<file path="src/rtl/sps_pkg.sv">
// Shared constants and types for the serial slave register port.
// Assumes byte-wide transfers with one direction bit in the address byte.
package sps_pkg;
    localparam int BYTE_W = 8;
    localparam int IDX_W  = BYTE_W - 1;
    localparam int CNT_W  = $clog2(BYTE_W);

    typedef enum logic [1:0] {
        PH_IDLE = 2'd0,
        PH_ADDR = 2'd1,
        PH_DATA = 2'd2
    } phase_e;
endpackage

</file>
<file path="src/rtl/sps_sync.sv">
// Multi-bit input synchroniser, one independent flop chain per bit.
// Assumes each bit is a slow level with no relation to the others.
module sps_sync #(
    parameter int W      = 3,
    parameter int STAGES = 2
) (
    input  logic         clk,
    input  logic         rst_n,
    input  logic [W-1:0] d,
    output logic [W-1:0] q
);
    for (genvar g = 0; g < W; g++) begin : g_bit
        if (STAGES == 1) begin : g_one
            logic flop;
            // single stage capture
            always_ff @(posedge clk) begin
                if (!rst_n) flop <= 1'b0;
                else        flop <= d[g];
            end
            assign q[g] = flop;
        end else begin : g_chain
            logic [STAGES-1:0] chain;
            // shift the input through the chain
            always_ff @(posedge clk) begin
                if (!rst_n) chain <= '0;
                else        chain <= {chain[STAGES-2:0], d[g]};
            end
            assign q[g] = chain[STAGES-1];
        end
    end
endmodule

</file>
<file path="src/rtl/sps_bit_engine.sv">
// Serial framing: learns the idle clock level at select, finds leading and
// trailing edges, and assembles received bytes MSB first.
// Assumes synchronised inputs and at least five system clocks per SCK half.
module sps_bit_engine
    import sps_pkg::*;
(
    input  logic              clk,
    input  logic              rst_n,
    input  logic              en,
    input  logic              sel_s,
    input  logic              sck_s,
    input  logic              mosi_s,
    output logic              sel_now,
    output logic              sel_on,
    output logic              sel_start,
    output logic              lead,
    output logic              byte_done,
    output logic [BYTE_W-1:0] rx_byte
);
    logic             sel_q;
    logic             sck_q;
    logic             idle_lvl;
    logic [CNT_W-1:0] cnt;
    logic [BYTE_W-2:0] shreg;
    logic             live;
    logic             moved;
    logic             trail;

    assign sel_now   = sel_s & en;
    assign sel_on    = sel_q;
    assign sel_start = sel_now & ~sel_q;
    assign live      = sel_now & sel_q;
    assign moved     = sck_s ^ sck_q;
    assign lead      = live & moved & (sck_s != idle_lvl);
    assign trail     = live & moved & (sck_s == idle_lvl);
    assign byte_done = trail & (cnt == CNT_W'(BYTE_W - 1));
    assign rx_byte   = {shreg, mosi_s};

    // select and clock history, idle level capture
    always_ff @(posedge clk) begin
        if (!rst_n) begin
            sel_q    <= 1'b0;
            sck_q    <= 1'b0;
            idle_lvl <= 1'b0;
        end else begin
            sel_q <= sel_now;
            sck_q <= sck_s;
            if (sel_start) idle_lvl <= sck_s;
        end
    end

    // bit counter and receive shift register
    always_ff @(posedge clk) begin
        if (!rst_n) begin
            cnt   <= '0;
            shreg <= '0;
        end else if (!live) begin
            cnt   <= '0;
        end else if (trail) begin
            cnt   <= cnt + 1'b1;
            shreg <= {shreg[BYTE_W-3:0], mosi_s};
        end
    end
endmodule

</file>
<file path="src/rtl/sps_index_map.sv">
// Region decode and next-index rule for the location space.
// Assumes the RAM region starts at zero and the register region sits above it.
module sps_index_map
    import sps_pkg::*;
#(
    parameter int RAM_DEPTH = 32,
    parameter int REG_BASE  = 32,
    parameter int REG_COUNT = 19
) (
    input  logic [IDX_W-1:0] idx,
    output logic [IDX_W-1:0] nxt,
    output logic             mapped
);
    localparam int RAM_LAST = RAM_DEPTH - 1;
    localparam int REG_LAST = REG_BASE + REG_COUNT - 1;
    localparam logic [IDX_W-1:0] REG_FIRST_V = IDX_W'(REG_BASE);

    logic in_ram;
    logic in_reg;
    int   ival;

    // region membership and wrap-aware successor
    always_comb begin
        ival   = int'(idx);
        in_ram = ival <= RAM_LAST;
        in_reg = (ival >= REG_BASE) && (ival <= REG_LAST);
        mapped = in_ram | in_reg;
        if (in_ram && ival == RAM_LAST)      nxt = '0;
        else if (in_reg && ival == REG_LAST) nxt = REG_FIRST_V;
        else                                 nxt = idx + 1'b1;
    end
endmodule

</file>
<file path="src/rtl/sps_tx_shift.sv">
// Transmit shifter: loads a byte, presents one bit per leading edge, MSB first.
// Assumes a load never coincides with a leading edge.
module sps_tx_shift
    import sps_pkg::*;
(
    input  logic              clk,
    input  logic              rst_n,
    input  logic              clear,
    input  logic              load,
    input  logic [BYTE_W-1:0] load_val,
    input  logic              lead,
    output logic              miso
);
    logic [BYTE_W-1:0] tx;

    // load, shift and present the outgoing bit
    always_ff @(posedge clk) begin
        if (!rst_n || clear) begin
            tx   <= '0;
            miso <= 1'b0;
        end else if (load) begin
            tx   <= load_val;
        end else if (lead) begin
            miso <= tx[BYTE_W-1];
            tx   <= {tx[BYTE_W-2:0], 1'b0};
        end
    end
endmodule

</file>
<file path="src/rtl/sps_serial_port.sv">
// Serial slave register port top. Decodes the address byte, runs bursts with
// auto-increment, and drives single-cycle strobes to the parallel side.
// Assumes reg_rdata is valid combinationally in the cycle reg_re is high.
module sps_serial_port
    import sps_pkg::*;
#(
    parameter int RAM_DEPTH   = 32,
    parameter int REG_BASE    = 32,
    parameter int REG_COUNT   = 19,
    parameter int SYNC_STAGES = 2
) (
    input  logic              clk,
    input  logic              rst_n,
    input  logic              sck,
    input  logic              mosi,
    input  logic              sel,
    input  logic              pwr_down,
    output logic              miso_o,
    output logic              miso_oe,
    output logic              access_active,
    output logic              reg_we,
    output logic              reg_re,
    output logic [IDX_W-1:0]  reg_addr,
    output logic [BYTE_W-1:0] reg_wdata,
    input  logic [BYTE_W-1:0] reg_rdata
);
    logic [2:0]        pins_s;
    logic              sel_now;
    logic              sel_on;
    logic              sel_start;
    logic              lead;
    logic              byte_done;
    logic [BYTE_W-1:0] rx_byte;
    logic [IDX_W-1:0]  idx_nxt;
    logic              idx_mapped;

    phase_e            phase_q;
    logic              is_wr_q;
    logic [IDX_W-1:0]  idx_q;
    logic              rd_req_q;
    logic              wr_req_q;
    logic [BYTE_W-1:0] wbuf_q;
    logic              en;

    assign en = ~pwr_down;

    sps_sync #(.W(3), .STAGES(SYNC_STAGES)) u_sync (
        .clk   (clk),
        .rst_n (rst_n),
        .d     ({sel, sck, mosi}),
        .q     (pins_s)
    );

    sps_bit_engine u_bits (
        .clk       (clk),
        .rst_n     (rst_n),
        .en        (en),
        .sel_s     (pins_s[2]),
        .sck_s     (pins_s[1]),
        .mosi_s    (pins_s[0]),
        .sel_now   (sel_now),
        .sel_on    (sel_on),
        .sel_start (sel_start),
        .lead      (lead),
        .byte_done (byte_done),
        .rx_byte   (rx_byte)
    );

    sps_index_map #(
        .RAM_DEPTH (RAM_DEPTH),
        .REG_BASE  (REG_BASE),
        .REG_COUNT (REG_COUNT)
    ) u_map (
        .idx    (idx_q),
        .nxt    (idx_nxt),
        .mapped (idx_mapped)
    );

    sps_tx_shift u_tx (
        .clk      (clk),
        .rst_n    (rst_n),
        .clear    (~sel_now),
        .load     (rd_req_q),
        .load_val (idx_mapped ? reg_rdata : '0),
        .lead     (lead),
        .miso     (miso_o)
    );

    // transaction sequencing: address byte, then data bytes with advance
    always_ff @(posedge clk) begin
        if (!rst_n) begin
            phase_q  <= PH_IDLE;
            is_wr_q  <= 1'b0;
            idx_q    <= '0;
            rd_req_q <= 1'b0;
            wr_req_q <= 1'b0;
            wbuf_q   <= '0;
        end else if (!sel_now) begin
            phase_q  <= PH_IDLE;
            rd_req_q <= 1'b0;
            wr_req_q <= 1'b0;
        end else begin
            rd_req_q <= 1'b0;
            wr_req_q <= 1'b0;
            if (sel_start) phase_q <= PH_ADDR;
            if (wr_req_q)  idx_q   <= idx_nxt;
            if (byte_done) begin
                case (phase_q)
                    PH_ADDR: begin
                        idx_q    <= rx_byte[IDX_W-1:0];
                        is_wr_q  <= rx_byte[BYTE_W-1];
                        rd_req_q <= ~rx_byte[BYTE_W-1];
                        phase_q  <= PH_DATA;
                    end
                    PH_DATA: begin
                        if (is_wr_q) begin
                            wbuf_q   <= rx_byte;
                            wr_req_q <= 1'b1;
                        end else begin
                            idx_q    <= idx_nxt;
                            rd_req_q <= 1'b1;
                        end
                    end
                    default: phase_q <= PH_IDLE;
                endcase
            end
        end
    end

    assign access_active = sel_on;
    assign miso_oe       = sel_on & (phase_q == PH_DATA) & ~is_wr_q;
    assign reg_addr      = idx_q;
    assign reg_wdata     = wbuf_q;
    assign reg_we        = wr_req_q & idx_mapped & en;
    assign reg_re        = rd_req_q & idx_mapped & en;
endmodule

</file>
<file path="config.mk">
export PLATFORM = sky130hd
export DESIGN_NAME = sps_serial_port
export DESIGN_NICKNAME = d
export VERILOG_FILES = /design/src/rtl/sps_pkg.sv /design/src/rtl/sps_sync.sv /design/src/rtl/sps_bit_engine.sv /design/src/rtl/sps_index_map.sv /design/src/rtl/sps_tx_shift.sv /design/src/rtl/sps_serial_port.sv
export SDC_FILE = /design/constraint.sdc
export NUM_CORES = 1
export LEC_CHECK = 0
export BUFFER_PORTS_ARGS = -buffer_cell sky130_fd_sc_hd__buf_2
export CAP_MARGIN = 20
export CORE_AREA = 8 8 72 74
export CTS_CLUSTER_SIZE = 14
export DETAILED_ROUTE_END_ITERATION = 6
export DIE_AREA = 0 0 80 82
export PLACE_DENSITY = 0.81
export RECOVER_POWER = 25
export SKIP_LAST_GASP = 1
export SYNTH_ARGS = -nofsm -noshare
export SYNTH_HDL_FRONTEND = slang
export SYNTH_SLANG_ARGS = --single-unit
</file>
<file path="constraint.sdc">
create_clock -name clk -period 3.7 [get_ports clk]
set_input_delay 0.74 -clock clk [delete_from_list [all_inputs] [get_ports clk]]
set_output_delay 0.74 -clock clk [all_outputs]
set_load 0.01 [all_outputs]
</file>
==> metrics.md <==
| Metric | Value |
|---|---|
| Outcome | `completed` |
| CP Data Required Time | `3.94 ns` |
| RSZ-0062 raised after global routing | `no` |
| TritonRoute pass-1 iters | `7` |
| Most used cell, CP | `clkbuf_1` |
| Die area | `6560 µm²` |
| Crit-path max cell delay | `1.04 ns` |
| Fill count | `377` |
| Initial antenna violation count | `0` |
| FF-to-FF path depth | `5` |
| # DRC | `0` |
| Share of layout cells above drive strength 1 | `12.9%` |
| Syn Nets | `a little under 300` |
| Post-synthesis sequential area ratio | `40.7%` |
| Yosys Warn Count | `0` |
| Initial DRC count | `173` |
| Worst Setup End Kind | `flop` |
| CTS tree | `done` |
| Placer Congestion | `0.970` |
| Chip height | `around 80 µm` |
| DR WL met2 | `2.64 mm` |
| Final Setup Violations | `0` |
| Largest net degree at the start of global routing | `36` |
| Port bufs | `33` |
| Final Hold Vio Count | `0` |
| Syn avg cell area | `8.58 µm²` |
| Reg clk slew, reported paths | `0.08 ns` |
| Worst skew pair latency | `0.30 ns` |
| Worst-path cell chain | `clkbuf_1 > clkbuf_1 > inv_1 > nor3_1 > a41oi_1 > nand3_1` |
| Top cell type's share of synthesized area | `40.7%` |
| H-tree lvl count | `2` |
| Hold path depth | `1` |
| CTS root buf | `clkbuf_8` |
| Finished Core Util | `63.3%` |
| Clk sink count | `48` |
| Worst setup SP type | `input pin` |
| WP data arrival | `2.93 ns` |
| Antenna viol nets, final | `0` |
| Die Wd | `80 µm` |
| DP HPWL | `4.00 mm` |
| Hold_ws | `~0.44 ns` |
| Hold buffers post-CTS | `0` |
| Tightest Hold Check Type | `reg -> reg` |
| Gr usage total | `~17%` |
| Total CTS buffers | `5` |
| Fmax | `~370 MHz` |
| Total number of vias | `2105` |
| Worst Skew | `0.00931 ns` |
| I/O pin total | `34` |
| Placed Instances | `348` |
| Least-Margin Pin Slew | `roughly 1.4 ns` |
| Main synth FF type | `dfxtp_1` |
| Post-Syn Instances | `approximately 280` |
| Post-layout net count | `between 300 and 400` |
| Routed met3 length | `355 µm` |
| Final std cells w/o fill | `354` |
| Initial Util | `a little under three fifths` |
| Max Used Layer | `met4` |
| Met1 Wirelength | `~2.5 mm` |
| Vias per cell | `around 6` |
| Count leader, synth | `dfxtp_1` |
| Max_cap viols | `0` |
| Setup TNS | `0 ns` |
| Row cnt | `24` |
| Post-layout min period | `2.69 ns` |
| Synth Register Bits | `48` |
| Grt ovf | `0` |
| Power Dens Cells | `353 nW/µm²` |
| Max-slew violation count | `0` |
| Leakage | `0.000906 µW` |
| Synth area leader | `dfxtp_1` |
| Core Box Area | `4140 µm²` |
| Netlist cell types | `53` |
| Post-CTS Setup Bufs | `0` |
| Wire per inst | `15.9 µm` |
| First-pass GRT wire length | `9.11 mm` |
| CP max stage cell | `clkbuf_1` |
| Post-Syn Area | `2360 µm²` |
| Layout area overhead | `11.1%` |
| IR drop worst, VDD | `between 0.2 and 0.25 mV` |
| Clk buf depth | `2` |
| Commonest cells post-synth | `48 x dfxtp_1, 31 x nor2_1, 22 x nand2_1` |
| Post-CTS Resized | `0` |
| Antenna cells | `0` |
| Crit-path max FO | `35` |
| Vias in the first global route | `1870` |
| Max-slew headroom | `6.54%` |
| DRT Wirelength | `between 5 and 6 mm` |
| Top cells by area, synth | `dfxtp_1 41%, nor2_1 4.9%, nand3_1 4.5%` |
| Final period util | `just over 70%` |
| Asr flop ratio synth | `0%` |
| Worst Path Class, Setup | `in -> reg` |
| Post-synth EDFFs | `0` |
-- logic make-up (layout without fill, tap and decap cells) --
kind of cell	count (synthesis)	after routing	share of synthesized area, %
compound gates	63	63	20.1
xor+xnor	4	4	1.49
fa+ha+maj	6	6	3.18
buf+inv	25	52	4.51
flops	48	48	40.7
mux	10	10	4.24
simple gates	119	119	25.8
-- report_power, final --
part / switching [µW] / internal (µW) / total, µW
clock: 166 / 194 / 360
combinational: 21.8 / 15.0 / 36.7
sequential: 7.20 / 522 / 529
-- per-stage QoR --
step | setup slack (ns) | power [µW] | area (µm²)
after global placement | 0.988 | 577 | 2540
after detailed placement | 0.906 | 578 | 2540
after floorplan | 1.34 | 563 | 2360
final | 1.01 | 926 | 2620
after global routing | 0.782 | 962 | 2620
after CTS | 1.11 | 931 | 2640
-- routing by layer --
metal,vias to the layer above,global-route usage [%]
met1,966,22.4
met5,-,0
met3,16,4.16
li1,1051,-
met4,0,4.55
met2,72,28.1
-- critical path: cells and delay by family --
kind                   cells  cell delay, ns
AO/OA/AOI/OAI              1            0.09
AND/OR/NAND/NOR            2            0.41
buffers and inverters      3            1.67
-- sequential cells by signal, indices dropped and copies added (netlist names) --
name                        flops
u_tx.miso                       1
u_bits.idle_lvl                 1
u_sync.g_bit.g_chain.chain      6
u_bits.shreg                    7
reg_addr                        7
u_bits.cnt                      3
rd_req_q                        1
wr_req_q                        1
phase_q                         2
u_bits.sck_q                    1
reg_wdata                       8
u_tx.tx                         8
is_wr_q                         1
u_bits.sel_on                   1
-- placed cells by master (no fill, tap or decap), types with 6 or more instances in the layout --
cell type | Yosys | layout
a21oi_1 | 10 | 10
clkbuf_1 | 9 | 11
nor3_1 | 7 | 7
a221oi_1 | 7 | 7
ha_1 | 6 | 6
nand3_1 | 21 | 21
nand2_1 | 22 | 22
buf_2 | 4 | 23
dfxtp_1 | 48 | 48
and2_1 | 8 | 6
o21ai_0 | 20 | 20
nor2_1 | 31 | 31
nand2b_1 | 6 | 6
mux2i_1 | 10 | 10
inv_1 | 10 | 10
-- area by class of cell --
cell class                 instances  area, µm²  area share, %
clock inverter                     1       30.0           1.15
multi-input combinational        202       1290           49.3
clock buffer                       5       68.8           2.63
timing repair buffer              35        164           6.25
tap                               52       65.1           2.48
inverter                          11       41.3           1.58
sequential                        48        961           36.7
-- worst paths after layout --
kind,from,endpoint,slack (ns)
setup / recovery,rst_n,reg_addr[3]$_SDFFE_PN0P_,1.01
hold reg to reg,u_sync.g_bit[0].g_chain.chain[0]$_SDFF_PN0_,u_sync.g_bit[0].g_chain.chain[1]$_SDFF_PN0_,0.44
hold / removal,u_sync.g_bit[0].g_chain.chain[0]$_SDFF_PN0_,u_sync.g_bit[0].g_chain.chain[1]$_SDFF_PN0_,0.44
setup reg to reg,reg_addr[1]$_SDFFE_PN0P_,reg_addr[0]$_SDFFE_PN0P_,1.21
Power figures use the tool's default switching activity.
